File: config.mk
export PLATFORM = sky130hd
export DESIGN_NAME = utask_sequencer
export DESIGN_NICKNAME = d
export VERILOG_FILES = /design/src/rtl/utsq_pkg.sv /design/src/rtl/utsq_prio_pick.sv /design/src/rtl/utsq_pc_table.sv /design/src/rtl/utsq_branch_merge.sv /design/src/rtl/utask_sequencer.sv
export SDC_FILE = /design/constraint.sdc
export NUM_CORES = 1
export LEC_CHECK = 0
export ABC_AREA = 0
export BUFFER_PORTS_ARGS = -buffer_cell sky130_fd_sc_hd__buf_2
export CAP_MARGIN = 20
export CORE_ASPECT_RATIO = 0.75
export CORE_MARGIN = 2
export CORE_UTILIZATION = 35
export DETAILED_ROUTE_END_ITERATION = 6
export PLACE_DENSITY_LB_ADDON = 0.08
export SLEW_MARGIN = 10
export SYNTH_ARGS = -nofsm -noshare
export SYNTH_HDL_FRONTEND = slang
export SYNTH_SLANG_ARGS = --single-unit
File: constraint.sdc
create_clock -name clk -period 2.21 [get_ports clk]
set_input_delay 0.1105 -clock clk [delete_from_list [all_inputs] [get_ports clk]]
set_output_delay 0.1105 -clock clk [all_outputs]
set_load 0.1 [all_outputs]
File: src/rtl/utsq_pkg.sv
package utsq_pkg;
  // Sequencer phase: the first cycle after reset has no valid instruction.
  typedef enum logic {
    PH_START = 1'b0,
    PH_RUN   = 1'b1
  } seq_phase_e;
endpackage

File: src/rtl/utsq_prio_pick.sv
module utsq_prio_pick #(
  parameter int NT = 16,
  parameter int TW = 4
) (
  input  logic [NT-1:0] req,
  output logic [TW-1:0] win
);
  // Ascending scan: the highest set index is the last to be assigned.
  always_comb begin
    win = '0;
    for (int i = 0; i < NT; i++) begin
      if (req[i]) win = TW'(i);
    end
  end
endmodule

File: src/rtl/utsq_pc_table.sv
module utsq_pc_table #(
  parameter int NT = 16,
  parameter int TW = 4,
  parameter int AW = 10
) (
  input  logic          clk,
  input  logic          rst,
  input  logic          we,
  input  logic [TW-1:0] waddr,
  input  logic [AW-1:0] wdata,
  input  logic [TW-1:0] raddr,
  output logic [AW-1:0] rdata
);
  logic [AW-1:0] mem [NT];

  // Small table: cleared under reset and read asynchronously (LUT RAM).
  always_ff @(posedge clk) begin
    if (rst) begin
      for (int i = 0; i < NT; i++) mem[i] <= '0;
    end else if (we) begin
      mem[waddr] <= wdata;
    end
  end

  assign rdata = mem[raddr];
endmodule

File: src/rtl/utsq_branch_merge.sv
module utsq_branch_merge #(
  parameter int AW = 10
) (
  input  logic          clk,
  input  logic          rst,
  input  logic          capture,
  input  logic [AW-1:0] br_in,
  input  logic [AW-1:0] field_in,
  output logic [AW-1:0] succ
);
  logic [AW-1:0] pend_q;

  // Condition bits wait one instruction before reaching an address.
  always_ff @(posedge clk) begin
    if (rst || !capture) pend_q <= '0;
    else                 pend_q <= br_in;
  end

  assign succ = field_in | pend_q;
endmodule

File: src/rtl/utask_sequencer.sv
module utask_sequencer #(
  parameter int NUM_TASKS = 16,
  parameter int ADDR_W    = 10,
  localparam int TASK_W   = $clog2(NUM_TASKS)
) (
  input  logic                 clk,
  input  logic                 rst,
  input  logic [NUM_TASKS-1:0] wake_req,
  input  logic                 task_strobe,
  input  logic [ADDR_W-1:0]    next_field,
  input  logic [ADDR_W-1:0]    branch_or,
  output logic [TASK_W-1:0]    cur_task,
  output logic [TASK_W-1:0]    nxt_task,
  output logic [ADDR_W-1:0]    fetch_addr
);
  import utsq_pkg::*;

  seq_phase_e         phase_q;
  logic               running;
  logic               switching;
  logic [NUM_TASKS-1:0] req_all;
  logic [TASK_W-1:0]  winner;
  logic [ADDR_W-1:0]  succ;
  logic [ADDR_W-1:0]  saved_pc;

  assign running   = (phase_q == PH_RUN);
  assign switching = (nxt_task != cur_task);
  // Task 0 is always requesting.
  assign req_all   = wake_req | NUM_TASKS'(1);

  utsq_prio_pick #(.NT(NUM_TASKS), .TW(TASK_W)) pick_i (
    .req (req_all),
    .win (winner)
  );

  utsq_branch_merge #(.AW(ADDR_W)) merge_i (
    .clk      (clk),
    .rst      (rst),
    .capture  (running && !switching),
    .br_in    (branch_or),
    .field_in (next_field),
    .succ     (succ)
  );

  utsq_pc_table #(.NT(NUM_TASKS), .TW(TASK_W), .AW(ADDR_W)) table_i (
    .clk   (clk),
    .rst   (rst),
    .we    (running),
    .waddr (cur_task),
    .wdata (succ),
    .raddr (nxt_task),
    .rdata (saved_pc)
  );

  // Same task continues: take the merged successor directly.
  // Switch pending or start-up: resume from the saved entry.
  assign fetch_addr = (running && !switching) ? succ : saved_pc;

  always_ff @(posedge clk) begin
    if (rst) begin
      phase_q  <= PH_START;
      cur_task <= '0;
      nxt_task <= '0;
    end else begin
      phase_q  <= PH_RUN;
      cur_task <= nxt_task;
      if (running && task_strobe) nxt_task <= winner;
    end
  end

  // the current task trails the next-task register by one edge.
  assert_cur_follows_R7: assert property (@(posedge clk) disable iff (rst)
    1'b1 |=> cur_task == $past(nxt_task));

  // no strobe, no change of the next task.
  assert_hold_next_R7: assert property (@(posedge clk) disable iff (rst)
    !task_strobe |=> $stable(nxt_task));

  // the chosen task is requesting and nothing above it is.
  assert_prio_pick_R5: assert property (@(posedge clk) disable iff (rst)
    (running && task_strobe) |=>
      ((($past(wake_req) | NUM_TASKS'(1)) >> nxt_task) == NUM_TASKS'(1)));

  // only the emulator requesting gives task 0.
  assert_idle_zero_R9: assert property (@(posedge clk) disable iff (rst)
    (running && task_strobe && (wake_req[NUM_TASKS-1:1] == '0)) |=> nxt_task == '0);

  // start-up cycle fetches address 0 and ignores the strobe.
  assert_start_zero_R8: assert property (@(posedge clk) disable iff (rst)
    !running |-> (fetch_addr == '0 && nxt_task == '0));
endmodule

==> results.py <==
metrics = {
    "synthesis": {
        "synth_simple_gate_area_share_pct": 12.8,
        "synth.distinct_cells": 34,
        "synth_nets": 622,
        "synth_xor_area_share_pct": 0.441,
        "ys_ff_latch": 183,
        "post_synth.cell_area_avg_um2": 13.6,
        "synth_flop_cell": "edfxtp_1",
        "muxShareOfSynthArea_pct": 14.4,
        "netlist_area_um2": 7950,
        "synth-edff-count": 160,
        "main_combinational_cell_family_by_area_after_synthesis": "multiplexers",
        "synth-async-reset-ratio_pct": 0,
        "synth_area_in_compound_gates_pct": 3.21,
        "yosysWarnings": 0,
        "cells_after_synth": 583,
        "yosysSeqAreaShare_pct": 66.3,
        "synthAdderAreaFrac_pct": 0,
    },
    "cts": {
        "tritoncts_num_sinks": 183,
        "tritoncts_clock_tree": "done",
        "cts_buffers": 17,
        "clk-insertion-delay-late_ns": 0.44,
        "cts_htree_levels": 4,
        "clk_path_buf_depth": 2,
        "worst_setup_hold_path_clk_slew_ns": 0.07,
        "root_buffer_master": "clkbuf_16",
    },
    "sta": {
        "timing.final.hold_violations": 0,
        "post-route-period-util_pct": 115,
        "final.setup_skew_ns": 0.0104,
        "tightestPinTransition_ns": 0.641,
        "drv_slew": 0,
        "count_of_endpoints_failing_setup_in_the_final_report": 10,
        "fin_crit_ns": 2.53,
        "rsz0062_at_grt": "yes",
        "max_freq_ghz": 0.395,
        "max_slew_margin_pct": 57.1,
        "timing.final.ws_setup_ns": -0.324,
        "hold_ws_ns": 0.0314,
    },
    "drt": {
        "num_vias": 4996,
        "detail_route.iter0.violations": 338,
        "routed_wire_length_mm": 21.5,
        "routedWlPerCell_um": 21.8,
        "drt-pass1-iter-count": 5,
        "route.detailed.vias_per_inst": 5.09,
        "ant_nets": 0,
        "drcViolationCount": 0,
    },
    "flow_run": {
        "maxCapViolations": 0,
    },
    "worst_setup_path": {
        "worst-path-max-fanout": 5,
        "critPathTopFamily": "multiplexers",
        "critical_path_arrival_ns": 2.42,
        "path_cells": "buf_12, buf_16, mux4_2, mux2i_1, nand2_1, o211ai_2, o21ai_4, buf_12",
        "cp-end-kind": "primary output",
        "critPathLaunchType": "flip-flop",
        "slowest_stage": "mux4_2",
        "crit_path_max_incr_delay_ns": 0.58,
        "setup.worst_path.class": "flip-flop to primary output",
        "worst_path_most_repeated_cell": "buf_12",
        "cp_num_buf_inv": 3,
        "critical_path_required_ns": 2.10,
    },
    "finish": {
        "most-common-layout-cells": "nor2_1, edfxtp_1, buf_4",
        "design.final.nets": 715,
        "final_layout_size_suffix_gt1_share_pct": 31.8,
        "areaGrowthSynthToFinish_pct": 24.3,
        "num-fill-cells": 1983,
        "antenna_diode_instance_count": 0,
        "layout.cells.most_common": "nor2_1",
        "fin_cells": 982,
    },
    "placement": {
        "dp_hpwl_mm": 14.2,
        "place.port_buffers": 55,
        "dpl.cell_count": 937,
        "placement.setup.worst_slack_ns": -0.0177,
        "gp_routability_congestion": 0.804,
    },
    "die": {
        "dieArea_um2": 23900,
        "coreArea_um2": 22200,
        "i_o_pins": 57,
        "floorplan.rows": 47,
        "floorplan.die.height_um": 134,
        "initial_utilization_pct": 35.8,
        "die_x_um": 178,
    },
    "grt": {
        "groute.usage.overall_pct": 19.2,
        "grt_start_max_net_pins": 30,
        "grt_overflow": 0,
        "first_global_vias": 5118,
        "number_of_antenna_violations_at_the_first_check_in_global_routing": 0,
        "grt_first_pass_wirelength_mm": 32.6,
    },
    "power_and_ir_drop": {
        "finalPower_mw": 8.40,
        "leakagePower_nw": 3.76,
        "vdd_drop_max_v": 0.000455,
        "cellPowerDensity_nw_per_um2": 850,
    },
    "status": {
        "violations": "negative setup slack",
        "status": "finished, violations left",
    },
    "worst_hold_path": {
        "worstHoldPathType": "input pin to flip-flop",
    },
}
## sequential cells by signal, indices dropped and copies added, names as in the netlist, named ones only
register        cells
merge_i.pend_q     10
phase_q             1
cur_task            4
table_i.mem       160
nxt_task            4
## cells by family (layout without fill, tap and decap cells)
kind of cell | Yosys count | after routing
AOI/OAI and AO/OA | 36 | 36
xor gates and xnor gates | 4 | 4
buffers and inverters | 51 | 156
DFF | 183 | 183
muxes | 60 | 60
and+or+nand+nor | 249 | 249
## tightest hold or removal path: stages
cell and delay, ns:
buf_2 0.09, nor2_1 0.04, o31ai_1 0.07, a211oi_1 0.11
## worst paths after layout
check / from / slack, ns / endpoint / depth (start not counted)
setup / recovery: flip-flop / -0.32 / fetch_addr[5] / 8
setup reg to reg: cur_task[2] / 0.41 / table_i.mem[6][0] / 4
hold / removal: wake_req[12] / 0.03 / nxt_task[1] / 4
hold reg to reg: nxt_task[3] / 0.50 / cur_task[3] / 1
## power breakdown
part	leakage, nW	total, mW	internal [mW]	switching (mW)
registers	1.85	3.94	3.88	0.0603
logic	1.63	1.42	0.528	0.895
clock network	0.285	3.04	1.60	1.43
## final cells by class
type	instances	area, um^2	area share, %
Multi-Input combinational cell	349	2570	26.0
Timing Repair Buffer	122	1060	10.7
Sequential cell	183	5290	53.5
Clock inverter	14	160	1.62
Inverter	3	11.3	0.114
Tap cell	294	368	3.72
Clock buffer	17	425	4.31
## metal layers
layer	track usage, %	share of wire (%)
met1	29.4	49
met2	26.9	43
met3	5.01	6.6
met4	5.37	1.5
met5	0	0
## cell usage after synthesis, drive strengths merged, types with 2 or more instances
master	count	area [um^2]
dfxtp	23	460
a211oi	5	37.5
nand2	41	154
nand3	4	20.0
mux2	10	113
mux4	40	935
nor3b	2	15.0
mux2i	10	100
clkbuf	31	116
nor2	175	657
o211ai	10	100
nor2b	8	50.1
inv	3	11.3
edfxtp	160	4800
a21oi	6	30.0
nor4	2	12.5
xor2	4	35.0
and2	10	62.6
nor3	3	15.0
o21ai	11	55.1
buf	17	98.8
## metrics by stage
| step | cell area, um^2 | utilization, % | setup TNS (ns) |
|---|---|---|---|
| final | 9880 | 44.6 | -2.91 |
| after global routing | 9880 | 44.6 | -3.75 |
| after CTS | 9880 | 44.6 | -3.25 |
| after detailed placement | 9030 | 40.7 | -0.0177 |
| after global placement | 9030 | 40.7 | -0.0137 |
| after floorplan | 8080 | - | 0 |
## what timing repair did
item,CTS,global route
endpoints found under the setup margin,10,10
gates cloned,2,0
hold buffers,11,0
hold endpoints to repair,20,0
pin swaps,3,3
resized for setup,33,3
setup buffers,1,0
Power figures use the tool's default switching activity.
